### src/rtl/gpio_altport_pkg.sv
package gpio_altport_pkg;
  localparam int ADDR_W = 2;

  typedef enum logic [ADDR_W-1:0] {
    SEL_DATA = 2'd0,
    SEL_DIR  = 2'd1,
    SEL_FUNC = 2'd2,
    SEL_ODEN = 2'd3
  } reg_sel_e;
endpackage

### src/rtl/gpio_sync.sv
module gpio_sync #(
  parameter int W      = 6,
  parameter int STAGES = 2
) (
  input  logic         clk,
  input  logic         rst,
  input  logic [W-1:0] d,
  output logic [W-1:0] q
);
  logic [W-1:0] stage_q [STAGES];

  always_ff @(posedge clk) begin
    if (rst) begin
      for (int s = 0; s < STAGES; s++) stage_q[s] <= '0;
    end else begin
      stage_q[0] <= d;
      for (int s = 1; s < STAGES; s++) stage_q[s] <= stage_q[s-1];
    end
  end

  assign q = stage_q[STAGES-1];
endmodule

### src/rtl/gpio_regs.sv
module gpio_regs
  import gpio_altport_pkg::*;
#(
  parameter int              NPINS    = 6,
  parameter int              DW       = 8,
  parameter logic [NPINS-1:0] OD_MASK = 6'b001001
) (
  input  logic              clk,
  input  logic              rst,
  input  logic [ADDR_W-1:0] addr,
  input  logic              we,
  input  logic [DW-1:0]     wdata,
  input  logic [NPINS-1:0]  pins_sync,
  output logic [NPINS-1:0]  latch_q,
  output logic [NPINS-1:0]  dir_q,
  output logic [NPINS-1:0]  func_q,
  output logic [NPINS-1:0]  od_q,
  output logic [DW-1:0]     rdata
);
  localparam int PAD_W = DW - NPINS;

  logic [NPINS-1:0] wbits;
  logic [NPINS-1:0] rd_bits;
  reg_sel_e         sel;

  assign wbits = wdata[NPINS-1:0];
  assign sel   = reg_sel_e'(addr);

  always_ff @(posedge clk) begin
    if (rst) begin
      latch_q <= '1;
      dir_q   <= '0;
      func_q  <= '0;
      od_q    <= '0;
    end else if (we) begin
      unique case (sel)
        SEL_DATA: latch_q <= wbits;
        SEL_DIR:  dir_q   <= wbits;
        SEL_FUNC: func_q  <= wbits;
        SEL_ODEN: od_q    <= wbits & OD_MASK;
      endcase
    end
  end

  always_comb begin
    unique case (sel)
      SEL_DATA: rd_bits = (dir_q & latch_q) | (~dir_q & pins_sync);
      SEL_DIR:  rd_bits = dir_q;
      SEL_FUNC: rd_bits = func_q;
      SEL_ODEN: rd_bits = od_q;
    endcase
  end

  always_ff @(posedge clk) begin
    if (rst) rdata <= '0;
    else     rdata <= {{PAD_W{1'b0}}, rd_bits};
  end
endmodule

### src/rtl/gpio_pin_drv.sv
module gpio_pin_drv #(
  parameter bit HAS_ALT = 1'b0
) (
  input  logic clk,
  input  logic rst,
  input  logic latch_bit,
  input  logic dir_bit,
  input  logic func_bit,
  input  logic od_bit,
  input  logic alt_bit,
  output logic pad_out,
  output logic pad_oe
);
  logic sel_data;
  logic use_od;
  logic out_d;
  logic oe_d;

  assign sel_data = (HAS_ALT && func_bit) ? alt_bit : latch_bit;
  assign use_od   = HAS_ALT && od_bit;
  assign out_d    = use_od ? 1'b0 : sel_data;
  assign oe_d     = use_od ? (dir_bit & ~sel_data) : dir_bit;

  always_ff @(posedge clk) begin
    if (rst) begin
      pad_out <= 1'b1;
      pad_oe  <= 1'b0;
    end else begin
      pad_out <= out_d;
      pad_oe  <= oe_d;
    end
  end
endmodule

### src/rtl/gpio_altport.sv
module gpio_altport
  import gpio_altport_pkg::*;
#(
  parameter int NPINS     = 6,
  parameter int DW        = 8,
  parameter int ALT_PIN_A = 0,
  parameter int ALT_PIN_B = 3,
  parameter int SYNC_LEN  = 2
) (
  input  logic              clk,
  input  logic              rst,
  input  logic [ADDR_W-1:0] bus_addr,
  input  logic              bus_we,
  input  logic [DW-1:0]     bus_wdata,
  output logic [DW-1:0]     bus_rdata,
  input  logic [NPINS-1:0]  pad_in,
  input  logic [1:0]        ser_tx,
  output logic [NPINS-1:0]  pad_out,
  output logic [NPINS-1:0]  pad_oe
);
  localparam logic [NPINS-1:0] ALT_MASK =
    NPINS'((1 << ALT_PIN_A) | (1 << ALT_PIN_B));

  logic [NPINS-1:0] pins_sync;
  logic [NPINS-1:0] latch_q;
  logic [NPINS-1:0] dir_q;
  logic [NPINS-1:0] func_q;
  logic [NPINS-1:0] od_q;

  gpio_sync #(.W(NPINS), .STAGES(SYNC_LEN)) u_sync (
    .clk (clk),
    .rst (rst),
    .d   (pad_in),
    .q   (pins_sync)
  );

  gpio_regs #(.NPINS(NPINS), .DW(DW), .OD_MASK(ALT_MASK)) u_regs (
    .clk       (clk),
    .rst       (rst),
    .addr      (bus_addr),
    .we        (bus_we),
    .wdata     (bus_wdata),
    .pins_sync (pins_sync),
    .latch_q   (latch_q),
    .dir_q     (dir_q),
    .func_q    (func_q),
    .od_q      (od_q),
    .rdata     (bus_rdata)
  );

  for (genvar i = 0; i < NPINS; i++) begin : g_pin
    if (i == ALT_PIN_A || i == ALT_PIN_B) begin : g_alt
      localparam int TXI = (i == ALT_PIN_A) ? 0 : 1;
      gpio_pin_drv #(.HAS_ALT(1'b1)) u_drv (
        .clk       (clk),
        .rst       (rst),
        .latch_bit (latch_q[i]),
        .dir_bit   (dir_q[i]),
        .func_bit  (func_q[i]),
        .od_bit    (od_q[i]),
        .alt_bit   (ser_tx[TXI]),
        .pad_out   (pad_out[i]),
        .pad_oe    (pad_oe[i])
      );
    end else begin : g_plain
      gpio_pin_drv #(.HAS_ALT(1'b0)) u_drv (
        .clk       (clk),
        .rst       (rst),
        .latch_bit (latch_q[i]),
        .dir_bit   (dir_q[i]),
        .func_bit  (func_q[i]),
        .od_bit    (1'b0),
        .alt_bit   (1'b0),
        .pad_out   (pad_out[i]),
        .pad_oe    (pad_oe[i])
      );
    end
  end
endmodule

### config.mk
export PLATFORM = sky130hd
export DESIGN_NAME = gpio_altport
export DESIGN_NICKNAME = d
export VERILOG_FILES = /design/src/rtl/gpio_altport_pkg.sv /design/src/rtl/gpio_sync.sv /design/src/rtl/gpio_regs.sv /design/src/rtl/gpio_pin_drv.sv /design/src/rtl/gpio_altport.sv
export SDC_FILE = /design/constraint.sdc
export NUM_CORES = 1
export LEC_CHECK = 0
export ABC_AREA = 1
export CAP_MARGIN = 20
export CELL_PAD_IN_SITES_DETAIL_PLACEMENT = 1
export CELL_PAD_IN_SITES_GLOBAL_PLACEMENT = 1
export CORE_UTILIZATION = 42
export CTS_BUF_LIST = sky130_fd_sc_hd__clkbuf_2 sky130_fd_sc_hd__clkbuf_4 sky130_fd_sc_hd__clkbuf_8
export DETAILED_ROUTE_END_ITERATION = 8
export DONT_BUFFER_PORTS = 1
export GPL_ROUTABILITY_DRIVEN = 0
export PLACE_DENSITY_LB_ADDON = 0.1
export SLEW_MARGIN = 40
export SYNTH_ARGS = -nofsm -noshare
export SYNTH_HDL_FRONTEND = slang
export SYNTH_SLANG_ARGS = --single-unit
export TNS_END_PERCENT = 1
### constraint.sdc
create_clock -name clk -period 0.9 [get_ports clk]
set_input_delay 0.18 -clock clk [delete_from_list [all_inputs] [get_ports clk]]
set_output_delay 0.18 -clock clk [all_outputs]
set_load 0.01 [all_outputs]
==> flow_summary.toml <==
[cells_and_area]
synthToLayoutAreaGrowth_pct = 10.31
multi_input_area_um2 = 668.1
final_nets = 287
drive_gt1_share_pct = 9.738
nFillCells = 563
diodes = 0
ff_latch_area_um2 = 1002

[outcome]
status = "finished with violations"
violations = "hold timing"

[placement]
portBuffers = 0
dpl_worst_slack_ns = 0.08140
dp_hpwl_um = 2890

[detailed_routing]
wl_per_cell_um = 13.10
drt-pass1-iter-count = 4
vias_per_cell = 4.784
drc = 0
routed_wl_um = 4180
via_count = 1526
drt_iter0_markers = 44
ant_nets = 0

[logic_synthesis]
syn_inst = 259
syn-mean-instance-area_um2 = 7.594
synth_seq_cells = 50
synth_cell_types = 18
syn-cell-area_um2 = 1967
yosys_warnings = 0
seq_area_frac_synth_pct = 50.89

[timing]
finalCritPeriodShare_pct = 95.12
hold_viol = 24
setup_ws_ns = 0.04390
fin_crit_ns = 0.8561
setup_tns_ns = 0
slew_violations = 0
rsz0062_at_grt = "false"
finalSetupViolCount = 0
skew_ns = 0.008158
hold-worst-slack_ns = -0.07604
fmax_ghz = 1.168

[pwr]
vdd_drop_max_v = 0.0008302
p_int_mw = 3.093
p_seq_share_pct = 58.8
power_frac_comb_pct = 7.4
p_switching_mw = 0.9154
power_density_nw_per_um2 = 1847
clockPowerShare_pct = 33.8
p_sw_share_pct = 22.84
p_leak_nw = 1.002

[clock_network]
numCtsBuffers = 5
cts_tree = "done"
clock-root-buffer = "clkbuf_8"
path_clk_slew_ns = 0.09
htree_levels = 2
clock_sinks = 50
postCtsHoldBufs = 11
clock_latency_ns = 0.30
cts_buffer_depth = 2

[critical_path]
critPathArrivalTime_ns = 0.68
crit_path_max_fanout = 1
crit_required_ns = 0.72
reg2reg_setup_slack_ns = 0.12
path_class = "reg2out"
start_kind = "flip-flop"
crit_path_end_kind = "primary output"

[floorplan]
die-area_um2 = 4960
start_util_pct = 44.56
ioPinCount = 41
die_h_um = 70.43
dieWidth_um = 70.43
core_um2 = 4414
num_rows = 24

[grt]
grt_overflow = 0
track_usage_pct = 19.41
grt_pass1_vias = 1596
antenna_found_initial = 0
grt_pass1_wl_um = 7348
grt_start_max_net_pins = 32

[worst_hold_path]
hold_class = "in2reg"

[flow_run]
drv_cap = 0
[power by group through the flow]
| stage | Sequential [mW] | Combinational (mW) | Clock (mW) |
|---|---|---|---|
| after floorplan | 2.39 | 0.273 | 0 |
| after global placement | 2.41 | 0.253 | 0 |
| after detailed placement | 2.41 | 0.260 | 0 |
| after CTS | 2.36 | 0.299 | 1.42 |
| after global routing | 2.37 | 0.345 | 1.49 |
| final | 2.36 | 0.297 | 1.35 |
[path summary, 6_finish.rpt]
check / endpoint / startpoint / cells after the start
min reg2reg: u_sync.stage_q[0][10]$_SDFF_PP0_ / u_sync.stage_q[0][4]$_SDFF_PP0_ / 2
max reg2reg: u_regs.rdata[3]$_SDFF_PP0_ / u_regs.dir_q[3]$_SDFFE_PP0P_ / 4
min: u_regs.dir_q[3]$_SDFFE_PP0P_ / rst / 1
max: bus_rdata[1] / u_regs.rdata[1]$_SDFF_PP0_ / 0
[metal layers]
layer  track usage, %  up-vias  routed length, µm
met3            5.195        6                168
met2            30.37       28               1868
met1            24.64      698               2048
met4            9.333        0                 94
met5                0        -                  0
li1                 -      794                  -
[sequential cells by signal, summed over array words and instances (netlist names)]
signal	cells
u_regs.od_q	2
u_sync.stage_q	12
u_regs.latch_q	6
u_regs.dir_q	6
g_pin.g_alt.u_drv.pad_out	2
g_pin.g_plain.u_drv.pad_out	4
u_regs.rdata	6
g_pin.g_plain.u_drv.pad_oe	4
g_pin.g_alt.u_drv.pad_oe	2
u_regs.func_q	6
[cells in the mapped netlist, drive strengths merged]
master / n / area share (%)
a21oi: 19 / 4.8
nand3: 31 / 7.9
nor3: 1 / 0.25
dfxtp: 50 / 51
conb: 1 / 0.19
buf: 20 / 7.6
nor2: 25 / 6.0
nand2: 63 / 12
nand4: 5 / 1.6
clkbuf: 4 / 0.76
o21ai: 3 / 0.76
inv: 37 / 7.1
[what timing repair did]
action | 4_1_cts | 5_1_grt
gates resized for setup | 0 | 2
buffers inserted | 0 | 0
setup endpoints to repair | 0 | 3
endpoints found under the hold margin | 35 | 24
[area by class of cell]
class | instances | area share, %
inverters | 37 | 6.401
clock buffers | 7 | 4.152
multi-input cells | 149 | 30.80
well taps | 52 | 2.999
flip-flops and latches | 50 | 46.19
clock inverters | 1 | 0.2307
repair buffers | 23 | 9.227
[logic make-up (layout without fill, tap and decap cells)]
family	count (synthesis)	in the layout	synth area share, %
buf+inv	61	68	15.46
compound gates	22	22	5.598
simple gates	125	125	27.86
other cells	1	2	0.1907
flops	50	50	50.89
[metrics by stage]
step / std cells / hold slack, ns / utilization, % / area (µm²) / total power, mW
2_1_floorplan: 260 / 0.2870 / - / 1973 / 2.659
3_3_place_gp: 300 / 0.2531 / 44.47 / 1963 / 2.661
3_5_place_dp: 300 / 0.2545 / 44.47 / 1963 / 2.669
4_1_cts: 319 / -0.07951 / 49.12 / 2168 / 4.072
5_1_grt: 319 / -0.08627 / 49.15 / 2170 / 4.200
6_report: 319 / -0.07604 / 49.15 / 2170 / 4.008
[worst reg2reg max path, delay by kind of cell, from the launching register on]
| kind | cells | cell delay, ns |
|---|---|---|
| flip-flops | 1 | 0.36 |
| AND/OR/NAND/NOR | 3 | 0.31 |
| buffers and inverters | 1 | 0.06 |
[cell usage in the layout (no fill, tap or decap)]
master | netlist | final
buf_4 | 15 | 12
dfxtp_2 | 0 | 1
inv_2 | 1 | 1
nor2_4 | 1 | 1
clkbuf_8 | 0 | 6
nor2_8 | 1 | 1
dlygate4sd3_1 | 0 | 11
inv_1 | 36 | 36
nand3_1 | 31 | 31
nor2_1 | 23 | 23
nand2_2 | 1 | 2
a21oi_1 | 19 | 19
clkinv_2 | 0 | 1
dfxtp_1 | 50 | 49
o21ai_0 | 3 | 2
clkbuf_4 | 0 | 1
nand2_1 | 62 | 61
nand4_1 | 5 | 5
o21ai_1 | 0 | 1
nor3_1 | 1 | 1
conb_1 | 1 | 2
Note: power is estimated with default switching activity, not from simulation.
